[src/rtl/call_stack_pkg.sv]
package call_stack_pkg;

  typedef enum logic [2:0] {
    OP_NONE   = 3'd0,
    OP_CALL   = 3'd1,
    OP_RET    = 3'd2,
    OP_PUSH   = 3'd3,
    OP_POP    = 3'd4,
    OP_SP2REG = 3'd5,
    OP_REG2SP = 3'd6,
    OP_LDSP   = 3'd7
  } csu_op_e;

  typedef enum logic {
    ST_IDLE   = 1'b0,
    ST_FINISH = 1'b1
  } csu_state_e;

  // strobes from control to datapath
  typedef struct packed {
    logic memWr;
    logic memRd;
    logic addrDec;
    logic wdataPc;
    logic latchTarget;
    logic spInc;
    logic spDec;
    logic spLoadReg;
    logic spLoadImm;
    logic pcFromMem;
    logic pcWe;
    logic regFromMem;
    logic regWe;
    logic zCapture;
  } csu_strb_t;

endpackage

[src/rtl/call_stack_ctrl.sv]
module call_stack_ctrl
  import call_stack_pkg::*;
(
  input  logic      clk,
  input  logic      rstN,
  input  logic      opValid,
  input  csu_op_e   opCode,
  output csu_strb_t strb,
  output logic      busy
);

  csu_state_e state, nextState;
  csu_op_e    pendOp, nextOp;

  always_comb begin
    strb      = '0;
    nextState = state;
    nextOp    = pendOp;
    case (state)
      ST_IDLE: begin
        if (opValid) begin
          case (opCode)
            OP_CALL: begin
              strb.memWr       = 1'b1;
              strb.wdataPc     = 1'b1;
              strb.latchTarget = 1'b1;
              nextState        = ST_FINISH;
              nextOp           = opCode;
            end
            OP_RET: begin
              strb.memRd   = 1'b1;
              strb.addrDec = 1'b1;
              nextState    = ST_FINISH;
              nextOp       = opCode;
            end
            OP_PUSH: begin
              strb.memWr = 1'b1;
              nextState  = ST_FINISH;
              nextOp     = opCode;
            end
            OP_POP: begin
              strb.memRd   = 1'b1;
              strb.addrDec = 1'b1;
              nextState    = ST_FINISH;
              nextOp       = opCode;
            end
            OP_SP2REG: begin
              strb.regWe    = 1'b1;
              strb.zCapture = 1'b1;
            end
            OP_REG2SP: begin
              strb.spLoadReg = 1'b1;
              strb.zCapture  = 1'b1;
            end
            OP_LDSP: strb.spLoadImm = 1'b1;
            default: ;
          endcase
        end
      end
      ST_FINISH: begin
        nextState = ST_IDLE;
        case (pendOp)
          OP_CALL: begin
            strb.spInc = 1'b1;
            strb.pcWe  = 1'b1;
          end
          OP_RET: begin
            strb.spDec     = 1'b1;
            strb.pcFromMem = 1'b1;
            strb.pcWe      = 1'b1;
          end
          OP_PUSH: strb.spInc = 1'b1;
          OP_POP: begin
            strb.spDec      = 1'b1;
            strb.regFromMem = 1'b1;
            strb.regWe      = 1'b1;
          end
          default: ;
        endcase
      end
      default: nextState = ST_IDLE;
    endcase
  end

  always_ff @(posedge clk) begin
    if (!rstN) begin
      state  <= ST_IDLE;
      pendOp <= OP_NONE;
    end else begin
      state  <= nextState;
      pendOp <= nextOp;
    end
  end

  assign busy = (state == ST_FINISH);


  call_update_chk: assert property (@(posedge clk) disable iff (!rstN)
    (state == ST_IDLE && opValid && opCode == OP_CALL) |=> (strb.pcWe && strb.spInc));


  ret_update_chk: assert property (@(posedge clk) disable iff (!rstN)
    (state == ST_IDLE && opValid && opCode == OP_RET) |=> (strb.pcFromMem && strb.spDec));


  busy_quiet_chk: assert property (@(posedge clk) disable iff (!rstN)
    busy |-> !(strb.memWr || strb.memRd || strb.spLoadReg || strb.spLoadImm));


  one_action_chk: assert property (@(posedge clk) disable iff (!rstN)
    $onehot0({strb.memWr, strb.memRd, strb.spLoadReg, strb.spLoadImm, strb.spInc, strb.spDec}));

endmodule

[src/rtl/call_stack_dp.sv]
module call_stack_dp
  import call_stack_pkg::*;
#(
  parameter int ADDR_W      = 16,
  parameter int INSTR_BYTES = 4,
  parameter int SLOT_BYTES  = 2,
  parameter logic [ADDR_W-1:0] SP_RESET = '0
) (
  input  logic              clk,
  input  logic              rstN,
  input  csu_strb_t         strb,
  input  logic [ADDR_W-1:0] pcIn,
  input  logic [ADDR_W-1:0] target,
  input  logic [ADDR_W-1:0] regIn,
  input  logic [ADDR_W-1:0] memRdata,
  output logic [ADDR_W-1:0] memAddr,
  output logic [ADDR_W-1:0] memWdata,
  output logic [ADDR_W-1:0] pcOut,
  output logic [ADDR_W-1:0] spOut,
  output logic [ADDR_W-1:0] regOut,
  output logic              zFlag
);

  localparam logic [ADDR_W-1:0] SLOT_STEP  = ADDR_W'(SLOT_BYTES);
  localparam logic [ADDR_W-1:0] INSTR_STEP = ADDR_W'(INSTR_BYTES);

  logic [ADDR_W-1:0] spQ, targetQ, spBelow, copyVal;
  logic              zQ;

  assign spBelow  = spQ - SLOT_STEP;
  assign memAddr  = strb.addrDec ? spBelow : spQ;
  assign memWdata = strb.wdataPc ? (pcIn + INSTR_STEP) : regIn;
  assign pcOut    = strb.pcFromMem ? memRdata : targetQ;
  assign regOut   = strb.regFromMem ? memRdata : spQ;
  assign copyVal  = strb.spLoadReg ? regIn : spQ;
  assign spOut    = spQ;
  assign zFlag    = zQ;

  always_ff @(posedge clk) begin
    if (!rstN) begin
      spQ     <= SP_RESET;
      targetQ <= '0;
      zQ      <= 1'b0;
    end else begin
      if (strb.latchTarget) targetQ <= target;
      if (strb.zCapture)    zQ      <= (copyVal == '0);
      if (strb.spInc)          spQ <= spQ + SLOT_STEP;
      else if (strb.spDec)     spQ <= spBelow;
      else if (strb.spLoadReg) spQ <= regIn;
      else if (strb.spLoadImm) spQ <= target;
    end
  end


  sp_step_chk: assert property (@(posedge clk) disable iff (!rstN)
    strb.spInc |=> (spQ == $past(spQ) + SLOT_STEP));


  sp_back_chk: assert property (@(posedge clk) disable iff (!rstN)
    strb.spDec |=> (spQ == $past(spQ) - SLOT_STEP));


  sp_imm_chk: assert property (@(posedge clk) disable iff (!rstN)
    strb.spLoadImm |=> (spQ == $past(target) && $stable(zQ)));


  zflag_chk: assert property (@(posedge clk) disable iff (!rstN)
    strb.spLoadReg |=> (zQ == ($past(regIn) == '0)));

endmodule

[src/rtl/call_stack_unit.sv]
module call_stack_unit
  import call_stack_pkg::*;
#(
  parameter int ADDR_W      = 16,
  parameter int INSTR_BYTES = 4,
  parameter int SLOT_BYTES  = 2
) (
  input  logic              clk,
  input  logic              rstN,
  input  logic              opValid,
  input  logic [2:0]        opCode,
  input  logic [ADDR_W-1:0] pcIn,
  input  logic [ADDR_W-1:0] target,
  input  logic [ADDR_W-1:0] regIn,
  input  logic [ADDR_W-1:0] memRdata,
  output logic [ADDR_W-1:0] memAddr,
  output logic [ADDR_W-1:0] memWdata,
  output logic              memWe,
  output logic              memRe,
  output logic [ADDR_W-1:0] pcOut,
  output logic              pcWe,
  output logic [ADDR_W-1:0] spOut,
  output logic [ADDR_W-1:0] regOut,
  output logic              regWe,
  output logic              zFlag,
  output logic              busy
);

  csu_strb_t strb;

  call_stack_ctrl i_ctrl (
    .clk     (clk),
    .rstN    (rstN),
    .opValid (opValid),
    .opCode  (csu_op_e'(opCode)),
    .strb    (strb),
    .busy    (busy)
  );

  call_stack_dp #(
    .ADDR_W      (ADDR_W),
    .INSTR_BYTES (INSTR_BYTES),
    .SLOT_BYTES  (SLOT_BYTES)
  ) i_dp (
    .clk      (clk),
    .rstN     (rstN),
    .strb     (strb),
    .pcIn     (pcIn),
    .target   (target),
    .regIn    (regIn),
    .memRdata (memRdata),
    .memAddr  (memAddr),
    .memWdata (memWdata),
    .pcOut    (pcOut),
    .spOut    (spOut),
    .regOut   (regOut),
    .zFlag    (zFlag)
  );

  assign memWe = strb.memWr;
  assign memRe = strb.memRd;
  assign pcWe  = strb.pcWe;
  assign regWe = strb.regWe;

endmodule

[config.mk]
export PLATFORM = sky130hd
export DESIGN_NAME = call_stack_unit
export DESIGN_NICKNAME = d
export VERILOG_FILES = /design/src/rtl/call_stack_pkg.sv /design/src/rtl/call_stack_ctrl.sv /design/src/rtl/call_stack_dp.sv /design/src/rtl/call_stack_unit.sv
export SDC_FILE = /design/constraint.sdc
export NUM_CORES = 1
export LEC_CHECK = 0
export BUFFER_PORTS_ARGS = -buffer_cell sky130_fd_sc_hd__buf_2
export CAP_MARGIN = 20
export CORE_MARGIN = 4
export CORE_UTILIZATION = 52
export DETAILED_ROUTE_END_ITERATION = 7
export PLACE_DENSITY = 0.87
export SYNTH_ARGS = -nofsm -noshare
export SYNTH_HDL_FRONTEND = slang
export SYNTH_SLANG_ARGS = --single-unit
[constraint.sdc]
create_clock -name clk -period 4 [get_ports clk]
set_input_delay 0.2 -clock clk [delete_from_list [all_inputs] [get_ports clk]]
set_output_delay 0.2 -clock clk [all_outputs]
set_load 0.005 [all_outputs]
Yosys cells after proc, flatten, opt, wreduce, memory -nomap -nowiden
Index checks and enable logic that the tools add are counted. W data, S select, Z words.

Output and inout port bits: 86. Input port bits: 70. Register bits: 37. Logic and storage cells: 63.

Reductions and logical operators: 10. $add $sub $neg: 3. Multiplexer cells: 33. Bitwise logic cells: 1. Equal/unequal tests: 11.

Operator list (number): $mux W16 (9); $add A16 B2 Y16 const B (1); $add A16 B3 Y16 const B (1); $logic_not A16 Y1 (1); $sub A16 B2 Y16 const B (1); $eq A3 B3 Y1 const B (5); $mux W2 (7); $eq A3 B2 Y1 const B (4); $mux W1 (12); $reduce_or A2 Y1 (6); $mux W5 (2); $eq A3 B1 Y1 const B (2); $pmux W1 S2 (2); $reduce_bool A4 Y1 (1); $reduce_or A4 Y1 (1); $mux W3 (1); $reduce_and A3 Y1 (1); $not A1 Y1 (1).

Depth between registers and ports, before layout
Depth after elaboration: 8. Depth in mapped cells: 8.

Modules after synthesis
A second synthesis with hierarchy kept.

Cells, all modules: 484. Area total of the unflattened synthesis: 3699.8 µm².

Modules (own cells, without submodules): call_stack_dp (area an instance 3324.4 µm², seq. area each 660.6 µm², cells an instance 434, times used 1); call_stack_ctrl (area an instance 375.4 µm², seq. area each 80.1 µm², cells an instance 50, times used 1).

Worst setup path before layout
No wires, ideal clock.

Kind: register to register. From: register i_dp.spQ[1] (netlist: i_dp.spOut[1]). To: register i_dp.spQ[10] (netlist: i_dp.spOut[10]). Arrival time: 1.931 ns. Period minus slack after synthesis: 2.054 ns. Cell stages (with the launch flop): 7. Path slack: 1.946 ns. Path buffers: 1. Cell sequence: dfxtp_1 > buf_6 > or4_4 > or4_4 > xnor2_2 > a221oi_1 > nor2_1.

Longest elaborated chain between the ends: 3.

RTL lines: from (decl) (line call_stack_dp.sv:27) `logic [ADDR_W-1:0] spQ, targetQ, spBelow, copyVal;`; from (signal assigned) (line call_stack_dp.sv:47) `if (strb.spInc) spQ <= spQ + SLOT_STEP;`; from (signal assigned) (line call_stack_dp.sv:48) `else if (strb.spDec) spQ <= spBelow;`; from (signal assigned) (line call_stack_dp.sv:49) `else if (strb.spLoadReg) spQ <= regIn;`; $sub A16 B2 Y16 (line call_stack_dp.sv:30) `assign spBelow = spQ - SLOT_STEP;`; $mux W16 (line call_stack_dp.sv:48); $mux W16 * (line call_stack_dp.sv:47).

Mark *: on every way between the ends. The rest lies on a longest branch, timed or not. A chain may end at the register's enable or synchronous reset.

Final worst setup path
From: register i_dp.spQ[1] (netlist: i_dp.spOut[1]). To: output memAddr[15].

Longest elaborated chain between the ends: 2.

RTL lines: $sub A16 B2 Y16 (line call_stack_dp.sv:30); $mux W16 (line call_stack_dp.sv:31) `assign memAddr = strb.addrDec ? spBelow : spQ;`; to (decl) (line call_stack_unit.sv:16) `output logic [ADDR_W-1:0] memAddr,`.

Every way passes these cells.

==> reports/metrics.cfg <==
[layout]
layout-drive-gt1-share_pct = 35.0
post-route-util_pct = 68.0
syn_to_final_growth_pct = 24.8
nFillCells = 529
nets = 674
antenna_cells = 0

[die]
placeableCoreArea_mm2 = 0.00642
dieArea_mm2 = 0.00810
rows = 29
io-pin-count = 156
start_util_pct = 54.5
die_y_um = 90.0
die_w_um = 90.0

[synthesis]
synth_area_mm2 = 0.00350
muxShareOfSynthArea_pct = 12.8
synth_compound_area_share_pct = 21.8
syn_avg_cell_area_um2 = 7.33
synthArstFlopShare_pct = 0
ys_ff_latch = 37
syn_nets = 550
synthSimpleGateAreaFrac_pct = 26.3
synth_top_family_by_area = simple AND/OR/NAND/NOR gates
syn_inst = 477
synth_enable_flop_cells = 0
ys_seq_area_share_pct = 21.2
synth_flop_cell = dfxtp_1
synthAdderAreaFrac_pct = 1.07
post_synth_num_cell_types = 56
synthXorXnorAreaFrac_pct = 11.0
yosysWarnings = 0

[sta]
clock-skew-final_ns = 0.00804
fmax_mhz = 388
fin_crit_ns = 2.58
grt_setup_unrepaired = false
maxSlewViolCount = 0
setup_viol = 0
final_hold_viol_count = 0
tightest_slew_ns = 0.738
relSlewSlack_pct = 50.8
period_share_pct = 64.5
hold_slack_ns = 0.157
final.setup.tns_ns = 0

[clock_network]
cts.clk_slew.worst_paths_ns = 0.08
clock-root-buffer = clkbuf_8
cts_setup_buffers = 0
cts_max_path_buffers = 2
cts.sinks = 37
postCtsHoldBufs = 0
cts-buffers-inserted = 5
htreeDepth = 2
clock_latency_ns = 0.30
ctsResizeCount = 0
cts_tree = yes

[setup_path]
arrival_ns = 2.38
rr_startpoint = i_ctrl.pendOp[2]
cp-end-kind = primary output
max_stage_delay_ns = 0.48
cpMaxStageDelayCell = nor3b_2
r2r-end = i_dp.spOut[3]
critical_path_class = flip-flop to primary output
r2r_slack_ns = 1.51
worst_ep_required_time_ns = 3.80
rr_worst_depth = 6
critPathMaxFanout = 11
path_cells = inv_1 > ha_1 > nor3b_2 > nand3_1 > nor2_1 > nand2_1 > xnor2_1 > buf_2
cp-start-kind = flip-flop

[min_path]
hold_end = i_dp.targetQ[10]
hold_path_class = input port to flip-flop
hp-start = target[10]
whs_path_depth = 3

[grt]
grt_pass1_vias = 3993
grt_max_degree = 42
grt_pass1_wl_mm = 19.2
gr-total-overflow = 0
grt_usage_pct = 28.3
grt_antenna_before_repair = 0

[run_status]
outcome = finished, final reports clean

[placed_design]
portBuffers = 155
hpwl_mm = 9.35
gp_congestion = 0.953

[power]
clockPowerShare_pct = 33.7
peakVddDrop_mv = 0.159
p_per_area_mw_per_mm2 = 273
p_seq_share_pct = 35.5
switchingPower_uw = 385
p_leak_uw = 0.00204
comb_power_share_pct = 30.8
p_sw_share_pct = 32.3
internal_power_uw = 806

[run]
cap_violations = 0

[detailed_routing]
wl_mm = 12.0
drt-initial-drc-count = 550
post_drt_wl_per_cell_um = 17.7
drt-pass1-iter-count = 5
drc_errors = 0
antenna_left = 0
vias_per_cell = 6.12
route.vias.total = 4156

[placed cells by master, fill, tap and decap left out, drive strengths merged, types with 3 or more instances in the layout]
cell type  Yosys  routed
buf           16     158
nand2         85      85
o21ai         39      39
dfxtp         37      37
mux2          30      30
nor2          25      25
xnor2         23      23
xor2          20      20
a21boi        20      20
nand3         16      16
a21oi         16      16
nor3          11      11
mux2i         11      11
nor4           9       9
inv            7       8
nand4          7       7
a221oi         6       6
nor2b          5       5
a31oi          5       5
o221a          5       5
clkbuf        25       5
and2           4       4
o22ai          4       4
nor3b          4       4
or4            4       4
nand3b         3       3
or3            3       3
nand2b         3       3
and3           3       3
or2            3       3
o211ai         3       3
ha             3       3
[cell families (layout without fill, tap and decap cells)]
group | count (synthesis) | in the layout
AO/OA/AOI/OAI | 116 | 116
XOR/XNOR | 43 | 43
adder cells (fa/ha/maj) | 3 | 3
buffers and inverters | 48 | 173
flip-flops | 37 | 37
multiplexers | 41 | 41
AND/OR/NAND/NOR | 189 | 189
[worst max path at each step]
stage	from	slack, ns	to
3_3_place_gp	i_ctrl.pendOp[2]	1.73	i_dp.spOut[8]
5_1_grt	i_dp.spOut[1]	1.20	memAddr[9]
3_5_place_dp	i_ctrl.pendOp[2]	1.62	i_dp.spOut[8]
6_report	i_dp.spOut[1]	1.42	memAddr[15]
2_1_floorplan	i_dp.spOut[1]	1.95	i_dp.spOut[10]
4_1_cts	i_dp.spOut[1]	1.43	memAddr[15]
[cells in the mapped netlist (all sizes together) (4+ instances only)]
cell type / instances / share of area [%]
a21boi: 20 / 4.3
nand4: 7 / 1.3
nand2: 85 / 9.1
nor4: 9 / 1.6
inv: 7 / 0.75
nor2: 25 / 2.8
nor3b: 4 / 1.1
clkbuf: 25 / 2.7
xor2: 20 / 5.0
mux2: 30 / 9.7
nor2b: 5 / 0.89
and2: 4 / 0.72
a31oi: 5 / 0.89
buf: 16 / 2.4
dfxtp: 37 / 21
a221oi: 6 / 1.5
a21oi: 16 / 2.3
o22ai: 4 / 0.72
nand3: 16 / 2.3
o221a: 5 / 1.6
xnor2: 23 / 6.0
o21ai: 39 / 5.6
nor3: 11 / 1.6
mux2i: 11 / 3.1
or4: 4 / 1.1
[final cells by class]
type	instances	area (µm²)	area share [%]
clock buffers	5	68.8	1.58
clock inverters	3	68.8	1.58
inverters	7	26.3	0.602
multi-input cells	392	2560	58.8
flip-flops and latches	37	741	17.0
well taps	77	96.3	2.21
repair buffers	158	798	18.3
[sequential cells by signal, summed over array words and instances (netlist names)]
signal / cells
i_dp.spOut: 16
i_dp.targetQ: 16
i_ctrl.pendOp: 3
i_ctrl.busy: 1
i_dp.zFlag: 1
[per-stage QoR]
| step | setup slack (ns) | cells | instance area (µm²) | power (µW) |
|---|---|---|---|---|
| 6_report | 1.42 | 679 | 4360 | 1190 |
| 5_1_grt | 1.20 | 679 | 4360 | 1250 |
| 4_1_cts | 1.43 | 679 | 4360 | 1190 |
| 3_5_place_dp | 1.62 | 671 | 4230 | 789 |
| 3_3_place_gp | 1.73 | 671 | 4230 | 780 |
| 2_1_floorplan | 1.95 | 477 | 3500 | 641 |
[power by group through the flow]
stage                     combinational, µW  clock [µW]  sequential [µW]
after floorplan                         239           0              402
after global placement                  351           0              429
after detailed placement                358           0              431
after CTS                               363         403              422
after global routing                    401         420              427
final                                   367         402              423
[worst max-delay path, delay by kind of cell (launching register included)]
family	cells	cell delay, ns
buffers and inverters	2	0.30
adder cells (fa/ha/maj)	1	0.23
XOR/XNOR	1	0.13
flip-flops	1	0.42
AND/OR/NAND/NOR	4	1.01
[routing by layer]
layer / wire length, µm / vias to the layer above / part of all wire, % / GRT usage, %
li1: - / 1951 / - / -
met4: 439 / 0 / 3.7 / 12.2
met3: 1220 / 42 / 10 / 6.84
met1: 4780 / 1894 / 40 / 33.4
met5: 0 / - / 0 / 0
met2: 5570 / 269 / 46 / 48.6
(Power assumes the default switching activity.)
